[config.mk]
export PLATFORM = sky130hd
export DESIGN_NAME = boot_mode_loader
export DESIGN_NICKNAME = d
export VERILOG_FILES = /design/src/rtl/boot_mode_pkg.sv /design/src/rtl/bm_mclk_div.sv /design/src/rtl/bm_shift.sv /design/src/rtl/bm_mode_eval.sv /design/src/rtl/boot_mode_loader.sv
export SDC_FILE = /design/constraint.sdc
export NUM_CORES = 1
export LEC_CHECK = 0
export ABC_AREA = 1
export BUFFER_PORTS_ARGS = -buffer_cell sky130_fd_sc_hd__buf_2
export CELL_PAD_IN_SITES_DETAIL_PLACEMENT = 1
export CELL_PAD_IN_SITES_GLOBAL_PLACEMENT = 1
export CORE_MARGIN = 4
export CORE_UTILIZATION = 42
export DETAILED_ROUTE_END_ITERATION = 12
export PLACE_DENSITY = 0.9
export SYNTH_ARGS = -nofsm -noshare
export SYNTH_HDL_FRONTEND = slang
export SYNTH_SLANG_ARGS = --single-unit
[constraint.sdc]
create_clock -name clk -period 2.4 [get_ports clk]
set_clock_uncertainty 0.05 [all_clocks]
set_input_delay 0.36 -clock clk [delete_from_list [all_inputs] [get_ports clk]]
set_output_delay 0.36 -clock clk [all_outputs]
set_load 0.01 [all_outputs]
[src/rtl/boot_mode_pkg.sv]
package boot_mode_pkg;
  localparam int unsigned DEF_DIV     = 256;
  localparam int unsigned DEF_BITS    = 256;
  localparam int unsigned DEF_SEL_BIT = 8;
  localparam int unsigned DEF_VAL_BIT = 9;
  localparam int unsigned DEF_NREQ    = 3;

  typedef enum logic [1:0] {
    LD_IDLE  = 2'd0,
    LD_SHIFT = 2'd1,
    LD_DONE  = 2'd2
  } load_state_e;
endpackage

[src/rtl/bm_mclk_div.sv]
module bm_mclk_div #(
  parameter int unsigned DIV = 256
) (
  input  logic clk,
  input  logic rst,
  input  logic run,
  output logic mclk,
  output logic rise_stb
);
  localparam int unsigned CW   = (DIV > 2) ? $clog2(DIV) : 2;
  localparam int unsigned HALF = DIV / 2;
  localparam logic [CW-1:0] LAST = CW'(DIV - 1);
  localparam logic [CW-1:0] MID  = CW'(HALF - 1);

  logic [CW-1:0] cnt_q;
  logic          mclk_q;

  always_ff @(posedge clk) begin
    if (rst || !run) begin
      cnt_q  <= '0;
      mclk_q <= 1'b0;
    end else begin
      if (cnt_q == LAST) cnt_q <= '0;
      else               cnt_q <= cnt_q + 1'b1;
      if (cnt_q == MID)       mclk_q <= 1'b1;
      else if (cnt_q == LAST) mclk_q <= 1'b0;
    end
  end

  assign mclk     = mclk_q;
  assign rise_stb = run && !rst && (cnt_q == MID);
endmodule

[src/rtl/bm_shift.sv]
module bm_shift
  import boot_mode_pkg::*;
#(
  parameter int unsigned NBITS = 256
) (
  input  logic             clk,
  input  logic             rst,
  input  logic             run,
  input  logic             stb,
  input  logic             sdin,
  output logic [NBITS-1:0] word_o,
  output logic             done_o,
  output logic             hold_o
);
  localparam int unsigned BW = (NBITS > 2) ? $clog2(NBITS) : 2;
  localparam logic [BW-1:0] LAST_BIT = BW'(NBITS - 1);

  load_state_e      state_q;
  logic [NBITS-1:0] sh_q;
  logic [NBITS-1:0] word_q;
  logic [BW-1:0]    cnt_q;
  logic             hold_q;
  logic [NBITS-1:0] sh_next;

  assign sh_next = {sdin, sh_q[NBITS-1:1]};

  always_ff @(posedge clk) begin
    if (rst || !run) begin
      state_q <= LD_IDLE;
      sh_q    <= '0;
      word_q  <= '0;
      cnt_q   <= '0;
      hold_q  <= 1'b1;
    end else begin
      case (state_q)
        LD_IDLE, LD_SHIFT: begin
          if (stb) begin
            sh_q    <= sh_next;
            state_q <= LD_SHIFT;
            if (cnt_q == LAST_BIT) begin
              word_q  <= sh_next;
              state_q <= LD_DONE;
              hold_q  <= 1'b0;
            end else begin
              cnt_q <= cnt_q + 1'b1;
            end
          end
        end
        LD_DONE: begin
          state_q <= LD_DONE;
        end
        default: state_q <= LD_IDLE;
      endcase
    end
  end

  assign word_o = word_q;
  assign done_o = (state_q == LD_DONE);
  assign hold_o = hold_q;
endmodule

[src/rtl/bm_mode_eval.sv]
module bm_mode_eval #(
  parameter int unsigned NBITS   = 256,
  parameter int unsigned SEL_BIT = 8,
  parameter int unsigned VAL_BIT = 9,
  parameter int unsigned NREQ    = 3,
  parameter int unsigned REQ_POS [NREQ] = '{20, 33, 37}
) (
  input  logic             clk,
  input  logic             rst,
  input  logic             run,
  input  logic [NBITS-1:0] word,
  input  logic             done,
  input  logic             pin,
  output logic             endian_o,
  output logic             err_o
);
  logic [NREQ-1:0] miss;
  logic            endian_q;
  logic            err_q;

  for (genvar g = 0; g < NREQ; g++) begin : g_req
    assign miss[g] = ~word[REQ_POS[g]];
  end

  always_ff @(posedge clk) begin
    if (rst) begin
      endian_q <= 1'b0;
      err_q    <= 1'b0;
    end else begin
      endian_q <= word[SEL_BIT] ? word[VAL_BIT] : pin;
      err_q    <= run && done && (|miss);
    end
  end

  assign endian_o = endian_q;
  assign err_o    = err_q;
endmodule

[src/rtl/boot_mode_loader.sv]
module boot_mode_loader
  import boot_mode_pkg::*;
#(
  parameter int unsigned DIV     = DEF_DIV,
  parameter int unsigned NBITS   = DEF_BITS,
  parameter int unsigned SEL_BIT = DEF_SEL_BIT,
  parameter int unsigned VAL_BIT = DEF_VAL_BIT,
  parameter int unsigned NREQ    = DEF_NREQ,
  parameter int unsigned REQ_POS [NREQ] = '{20, 33, 37}
) (
  input  logic             clk,
  input  logic             cold_rst,
  input  logic             pwr_ok,
  input  logic             mode_sdin,
  input  logic             endian_pin,
  output logic             mode_clk,
  output logic [NBITS-1:0] mode_word,
  output logic             load_done,
  output logic             big_endian,
  output logic             mode_err,
  output logic             hold_rst
);
  logic rise_stb;

  bm_mclk_div #(.DIV(DIV)) u_div (
    .clk      (clk),
    .rst      (cold_rst),
    .run      (pwr_ok),
    .mclk     (mode_clk),
    .rise_stb (rise_stb)
  );

  bm_shift #(.NBITS(NBITS)) u_shift (
    .clk    (clk),
    .rst    (cold_rst),
    .run    (pwr_ok),
    .stb    (rise_stb),
    .sdin   (mode_sdin),
    .word_o (mode_word),
    .done_o (load_done),
    .hold_o (hold_rst)
  );

  bm_mode_eval #(
    .NBITS   (NBITS),
    .SEL_BIT (SEL_BIT),
    .VAL_BIT (VAL_BIT),
    .NREQ    (NREQ),
    .REQ_POS (REQ_POS)
  ) u_eval (
    .clk      (clk),
    .rst      (cold_rst),
    .run      (pwr_ok),
    .word     (mode_word),
    .done     (load_done),
    .pin      (endian_pin),
    .endian_o (big_endian),
    .err_o    (mode_err)
  );
endmodule

# Word level (Yosys, flattened, before mapping)
# Cells that the tools add are included.
# word_totals
register_bits	534
input_bits	5
elab_cells	42
# op_classes
add_sub_neg	2
eq_ne	6
muxes	6
n_bitwise	4
n_reduce_logical	15
# ops
cell	n
$add 8x1->8 const B	2
$eq 8x8->1 const B	2
$eq 8x7->1 const B	1
$reduce_and 3->1	2
$logic_and 1x1->1	4
$mux 2	2
$not 1->1	4
$pmux 2 s2	1
$reduce_or 2->1	2
$mux 1	3
$reduce_or 3->1	1
$eq 2x1->1 const B	1
$eq 2x2->1 const B	1
$logic_not 1->1	2
$logic_not 2->1	1
$ne 2x2->1 const B	1
$reduce_and 2->1	1
$reduce_bool 2->1	1
$logic_or 1x1->1	1

# Logic depth before layout (Yosys ltp)
# Gate-level depths: netlist of run 1.
# logic_depth
ltp_word	5
mapped_depth	10
depth_no_buf	9

# Hierarchy
# A second synthesis of run 1 with hierarchy kept.
# hier_totals
hier_cells	2354
hier_area_um2	18556.5
# by_module_without_submodules
module	instances	cells_per_inst	area_each_um2
bm_shift	1	2284	18052.3
bm_mclk_div	1	57	414.1
bm_mode_eval	1	13	90.1

# Worst setup path after synthesis of run 1
# No wires, ideal clock.
# synth_timing
path_type	reg2reg
startpoint	register u_div.cnt_q[0]
endpoint	register u_shift.sh_q[111]
arrival_time_ps	1535
t_required_ps	2233
setup_slack_ps	698
path_stages_with_launch	10
n_path_buf	3
path_cell_list	dfxtp_1 ha_1 nand2_1 nor2_1 nand4_2 buf_2 buf_2 buf_2 nand3_1 o21ai_1
# synth_between
elab_chain_len	3
# synth_rtl
element	line	text
start, declared	bm_mclk_div.sv:15	logic [CW-1:0] cnt_q;
start signal, assigned	bm_mclk_div.sv:24	else cnt_q <= cnt_q + 1'b1;
$eq 8x7->1	bm_mclk_div.sv:31	assign rise_stb = run && !rst && (cnt_q == MID);
$logic_and 1x1->1	bm_mclk_div.sv:31	
$reduce_and 2->1 (no source line)	-	
end signal, assigned	bm_shift.sv:38	sh_q <= sh_next;
end, declared	bm_shift.sv:19	logic [NBITS-1:0] sh_q;
# No other way between the ends.
# A chain may end at the register's enable or synchronous reset.

# Final worst setup path of run 1
# layout_timing
startpoint	register u_div.cnt_q[0]
endpoint	register u_shift.sh_q[152]
# The elaborated chain is that of the path after synthesis.

==> metrics.cfg, run 1 <==
[timing]
drv_slew = 0
fin_crit_ps = 2143
hold_slack_ps = 405.2
relSlewSlack_pct = 51.63
fmax_mhz = 466.7
fin_crit_sh_pct = 89.28
rsz0062_at_grt = false
tns_ps = 0
hold_viol = 0
finalSetupViolations = 0
tightest_slew_ps = 725.5
fin_ws_ps = 257.2

[clocking]
cts-root-buf = clkbuf_16
htreeDepth = 2
cts_tree = done
clkTransAtPathRegs_ps = 60
cts_buffer_depth = 3
insertion_delay_ps = 590
cts.sinks = 533
cts_buffers = 55

[critical_path]
cpMostUsedCell = buf_12
r2r.worst_path.cells = 8
slowest_stage = dfxtp_1
critPathMaxStageDelay_ps = 350
path_cells = ha_1 > nand2_1 > nor2_2 > nand4_4 > buf_12 > buf_12 > o21ai_0 > a21oi_1
crit_fanout = 92
worstPathRequired_ps = 2810
startpoint_type = flip-flop
worstPathArrival_ps = 2550
crit_type = flip-flop to flip-flop
end_kind = flip-flop

[global_routing]
grt_pass1_vias = 17751
grt_max_degree = 153
grt-ovfl-total = 0
track_usage_pct = 20.80
grt_antenna_before_repair = 0
grt_pass1_wl_um = 89600

[routing]
totalWireLength_um = 54770
viasPerCell = 5.169
ant_nets = 0
dr.pass1.iters = 5
drcViolationCount = 0
wl_per_cell_um = 16.48
drt_iter0_markers = 1012
vias = 17183

[die]
die-area_um2 = 50930
core-area_um2 = 46650
io_pins = 266
dieWidth_um = 225.7
die_height_um = 225.7
row_count = 79
start_util_pct = 42.65

[placement]
dp_slack_ps = 139.1
numPortBuffers = 265
gp_congestion = 0.7695
hpwlAfterDp_um = 34040
postPlaceCellArea_um2 = 21610

[finish]
mostFrequentLayoutCells = dfxtp_1 (533), nor2_1 (490), nand2_1 (349)
area_delta_synth_final_pct = 17.78
layout-drive-gt1-share_pct = 15.02
final-seq-area_um2 = 10670
fillers = 5697
multi_input_area_um2 = 7807
design_area_um2 = 23440
diodes = 0
final_common_cell = dfxtp_1
final_nets = 2681

[status]
status = complete, no violations

[synthesis]
postSynthCellCount = 2502
synth-simple-area-share_pct = 21.38
ys_seq_elements = 533
synth_compound_area_share_pct = 17.41
synth_cell_types = 26
netlist_area_um2 = 19900
synth_top_family_by_area = simple AND/OR/NAND/NOR gates
synth-xor-area-share_pct = 0.04401
avgSynthCellArea_um2 = 7.954
ys_seq_area_share_pct = 53.62
yosys_warnings = 0
syn-num-nets = 2509
synth_fa_ha_area_share_pct = 0.1257
synth_mux_area_share_pct = 0.05030

[pwr]
p_leak_nw = 10.34
power_frac_clock_pct = 48.1
p_per_area_nw_per_um2 = 746.7
seqPwrFrac_pct = 50.6
intPower_mw = 13.85
power.switching_mw = 3.650
vdd_ir_drop_max_v = 0.0005502
power.share.switching_pct = 20.85
power_frac_comb_pct = 1.3

[flow_run]
maxCapViolCount = 0

[hold_path]
hp-class = flip-flop to flip-flop
whs_path_depth = 1

-- routing by layer --
layer / global-route usage (%) / up-vias / share of wire, %
li1: - / 8435 / -
met1: 25.04 / 8364 / 42
met2: 37.56 / 283 / 51
met3: 3.848 / 101 / 3.9
met4: 6.738 / 0 / 3.0
met5: 0 / - / 0
-- state kept, by name, summed over array words and instances, names as in the netlist --
register and flops:
u_div.cnt_q 8, u_div.mclk 1, u_eval.endian_o 1, u_eval.err_o 1
u_shift.cnt_q 8, u_shift.hold_o 1, u_shift.sh_q 255, u_shift.state_q 2
u_shift.word_o 256
-- cell families (layout without fill, tap and decap cells) --
kind of cell | Yosys count | count (layout)
flops | 533 | 533
fa+ha+maj | 2 | 2
buf+inv | 331 | 546
compound gates | 578 | 578
simple gates | 1056 | 1056
mux | 1 | 1
xor+xnor | 1 | 1
-- metrics by stage --
stage | std cells | power [mW] | util, %
detailed placement | 3220 | 9.273 | 46.31
global placement | 3220 | 9.264 | 46.31
finish | 3324 | 17.50 | 50.24
CTS | 3323 | 17.73 | 50.22
global route | 3324 | 18.18 | 50.24
floorplan | 2502 | 9.208 | -
-- path summary, 6_finish.rpt --
check,slack [ps],from,endpoint
min reg2reg,410,u_div.cnt_q[0]$_SDFF_PP0_,u_div.cnt_q[0]$_SDFF_PP0_
min,410,u_div.cnt_q[0]$_SDFF_PP0_,u_div.cnt_q[0]$_SDFF_PP0_
max reg2reg,260,u_div.cnt_q[0]$_SDFF_PP0_,u_shift.sh_q[152]$_SDFFE_PP0P_
max,260,u_div.cnt_q[0]$_SDFF_PP0_,u_shift.sh_q[152]$_SDFFE_PP0P_
-- synthesized netlist by cell type --
cell type / number / share of area, %
nor2_2: 2 / 0.063
inv_1: 129 / 2.4
buf_2: 87 / 2.2
clkbuf_1: 75 / 1.4
buf_1: 19 / 0.36
o21bai_1: 227 / 8.6
nor2_4: 1 / 0.057
a21oi_1: 121 / 3.0
nand3_1: 205 / 5.2
xor2_1: 1 / 0.044
inv_2: 3 / 0.057
buf_6: 13 / 0.74
dfxtp_1: 533 / 54
a311oi_1: 1 / 0.044
buf_4: 5 / 0.19
or2_2: 1 / 0.031
nor2_1: 492 / 9.3
nor3_1: 2 / 0.050
nand2_2: 1 / 0.031
nand4_2: 1 / 0.063
ha_1: 2 / 0.13
mux2i_1: 1 / 0.050
nand2_1: 349 / 6.6
nand4_1: 2 / 0.063
o21ai_0: 115 / 2.9
o21ai_1: 114 / 2.9
-- repair_timing --
item	CTS	global route
resized for setup	0	1
setup buffers	0	1
hold endpoints to repair	3	0
hold buffers	3	0
setup endpoints to repair	0	27
-- worst max-delay path: cells and delay by family, from the launching register on --
family,cells,cell delay [ps]
AO/OA/AOI/OAI,2,370
adder cells (fa/ha/maj),1,180
buffers and inverters,2,500
flip-flops,1,350
AND/OR/NAND/NOR,3,480
-- area by class of cell --
class	count	share of cell area (%)
Multi-Input combinational cell	1638	33.31
Inverter	132	2.114
Sequential cell	533	45.52
Clock inverter	15	0.5552
Tap cell	607	3.240
Clock buffer	85	7.089
Timing Repair Buffer	314	8.167
-- power groups by stage --
stage	Sequential (mW)	Combinational, mW	Clock, mW
after floorplan	9.05	0.161	0
after global placement	9.05	0.218	0
after detailed placement	9.05	0.227	0
after CTS	8.85	0.235	8.64
after global routing	8.84	0.263	9.07
final	8.85	0.235	8.42
Power figures use the tool's default switching activity.
==> run 2, diff against run 1 <==
- CELL_PAD_IN_SITES_DETAIL_PLACEMENT: 1 -> 0
- CTS_CLUSTER_SIZE: not set -> 12
- REMOVE_ABC_BUFFERS: not set -> 1
==> metrics.cfg, run 2 (synthesis gave the netlist of run 1 again) <==
[clocking]
clkTransAtPathRegs_ps = 60  ; about the same
cts.sinks = 533  ; unchanged
post_cts_buffers = 0  ; unchanged
htreeDepth = 2  ; unchanged
cts-root-buf = clkbuf_16  ; unchanged
cts_buffers = 55  ; unchanged
cts_buffer_depth = 3  ; unchanged
cts_tree = done  ; unchanged
insertion_delay_ps = 590  ; about the same

[critical_path]
worstPathArrival_ps = 2600  ; was 2550 ps
crit_type = flip-flop to flip-flop  ; unchanged
end_kind = flip-flop  ; unchanged
startpoint_type = flip-flop  ; unchanged
worstPathRequired_ps = 2870  ; was 2810 ps
crit_fanout = 80  ; was 92

[global_routing]
busiest_layer = met2  ; unchanged
grt_use_met1_pct = 23.50  ; was 25.04%
grt_pass1_vias = 15311  ; was 17751
track_usage_pct = 17.40  ; was 20.80%
grt_util_met3_pct = 3.874  ; was 3.848%
grt_max_degree = 141  ; was 153
grt_util_met2_pct = 28.83  ; was 37.56%
grt_antenna_before_repair = 0  ; unchanged
grt_pass1_wl_um = 75380  ; was 89600 um
grt-ovfl-total = 0  ; unchanged

[routing]
vias = 16404  ; was 17183
ant_nets = 0  ; unchanged
viasPerCell = 4.963  ; was 5.169
totalWireLength_um = 45880  ; was 54770 um
drt_iter0_markers = 1150  ; was 1012
wl_per_cell_um = 13.88  ; was 16.48 um
dr.pass1.iters = 5  ; unchanged
drcViolationCount = 0  ; unchanged

[die]
die-area_um2 = 50930  ; unchanged
start_util_pct = 42.65  ; unchanged
io_pins = 266  ; unchanged
row_count = 79  ; unchanged
die_height_um = 225.7  ; unchanged
core-area_um2 = 46650  ; unchanged
dieWidth_um = 225.7  ; unchanged

[timing]
finalSetupViolations = 0  ; unchanged
relSlewSlack_pct = 59.24  ; was 51.63%
fin_ws_ps = 265.6  ; was 257.2 ps
hold_slack_ps = 344.1  ; was 405.2 ps
tns_ps = 0  ; unchanged
hold_viol = 0  ; unchanged
fin_crit_ps = 2134  ; was 2143 ps
tightest_slew_ps = 611.5  ; was 725.5 ps
drv_slew = 0  ; unchanged
fmax_mhz = 468.5  ; was 466.7 MHz
rsz0062_at_grt = false  ; unchanged
fin_crit_sh_pct = 88.93  ; was 89.28%

[placement]
postPlaceCellArea_um2 = 21600  ; was 21610 um2
gp_congestion = 0.7493  ; was 0.7695
numPortBuffers = 265  ; unchanged
placed_cells = 3209  ; was 3220
hpwlAfterDp_um = 27880  ; was 34040 um
dp_slack_ps = 260.4  ; was 139.1 ps

[finish]
multi_input_area_um2 = 7805  ; was 7807 um2
largest_reg_flops = 256  ; unchanged
layout-drive-gt1-share_pct = 14.20  ; was 15.02%
final_nets = 2669  ; was 2681
fillers = 4509  ; was 5697
area_delta_synth_final_pct = 16.98  ; was 17.78%
final_common_cell = dfxtp_1  ; unchanged
diodes = 0  ; unchanged
final_cells = 3305  ; was 3324
final-seq-area_um2 = 10670  ; unchanged
design_area_um2 = 23280  ; was 23440 um2
mostFrequentLayoutCells = dfxtp_1 (533), nor2_1 (491), nand2_1 (349)  ; was dfxtp_1 (533), nor2_1 (490), nand2_1 (349)

[flow_run]
maxCapViolCount = 0  ; unchanged

[pwr]
p_per_area_nw_per_um2 = 728.6  ; was 746.7 nW/um2
p_leak_nw = 10.24  ; was 10.34 nW
vdd_ir_drop_max_v = 0.0004520  ; was 0.0005502 V

[status]
status = complete, no violations  ; unchanged

[hold_path]
hp-class = input pin to flip-flop  ; was flip-flop to flip-flop

==> run 2: metal layers <==
| metal | up-vias | routed length [um] |
|---|---|---|
| met5 | - | 0 |
| met4 | 0 | 668 |
| met3 | 49 | 2439 |
| met2 | 310 | 21170 |
| met1 | 7617 | 21600 |
| li1 | 8428 | - |
==> run 2: worst max-delay path, cell delays in order (launching register included) <==
cell	delay, ps
dfxtp_1	350
ha_1	180
nand2_1	70
nor2_1	240
nand4_4	270
buf_12	290
buf_12	240
o21bai_1	190
nand2_1	70
nor2_1	90
==> run 2: final timing paths <==
| check | from | slack, ps | depth (start not counted) | to |
|---|---|---|---|---|
| max | u_div.cnt_q[0]$_SDFF_PP0_ | 270 | 9 | u_shift.word_o[25]$_SDFFE_PP0P_ |
| min | pwr_ok | 340 | 6 | u_shift.word_o[82]$_SDFFE_PP0P_ |
| max reg2reg | u_div.cnt_q[0]$_SDFF_PP0_ | 270 | 9 | u_shift.word_o[25]$_SDFFE_PP0P_ |
| min reg2reg | u_div.cnt_q[0]$_SDFF_PP0_ | 400 | 1 | u_div.cnt_q[0]$_SDFF_PP0_ |
==> run 2: final cells by class <==
class | instances | share of cell area [%]
clock inverters | 9 | 0.3225
clock buffers | 84 | 6.767
multi-input cells | 1638 | 33.53
well taps | 607 | 3.262
repair buffers | 302 | 8.159
flip-flops and latches | 533 | 45.83
inverters | 132 | 2.128
==> run 2: report_power, final <==
part / internal, mW / switching [mW] / leakage, nW
combinational: 0.0526 / 0.177 / 5.14
sequential: 8.85 / 0.00121 / 4.29
clock: 4.50 / 3.39 / 0.808
total: 13.4 / 3.56 / 10.2
==> run 2: timing repair <==
action,CTS,global route
hold endpoints to repair,3,0
resized for setup,0,0
hold buffers,3,0
==> run 2: stage by stage <==
step	utilization, %	power [mW]
CTS	49.90	17.22
finish	49.90	16.96
detailed placement	46.30	9.274
floorplan	-	9.249
global placement	46.30	9.270
global route	49.90	17.62
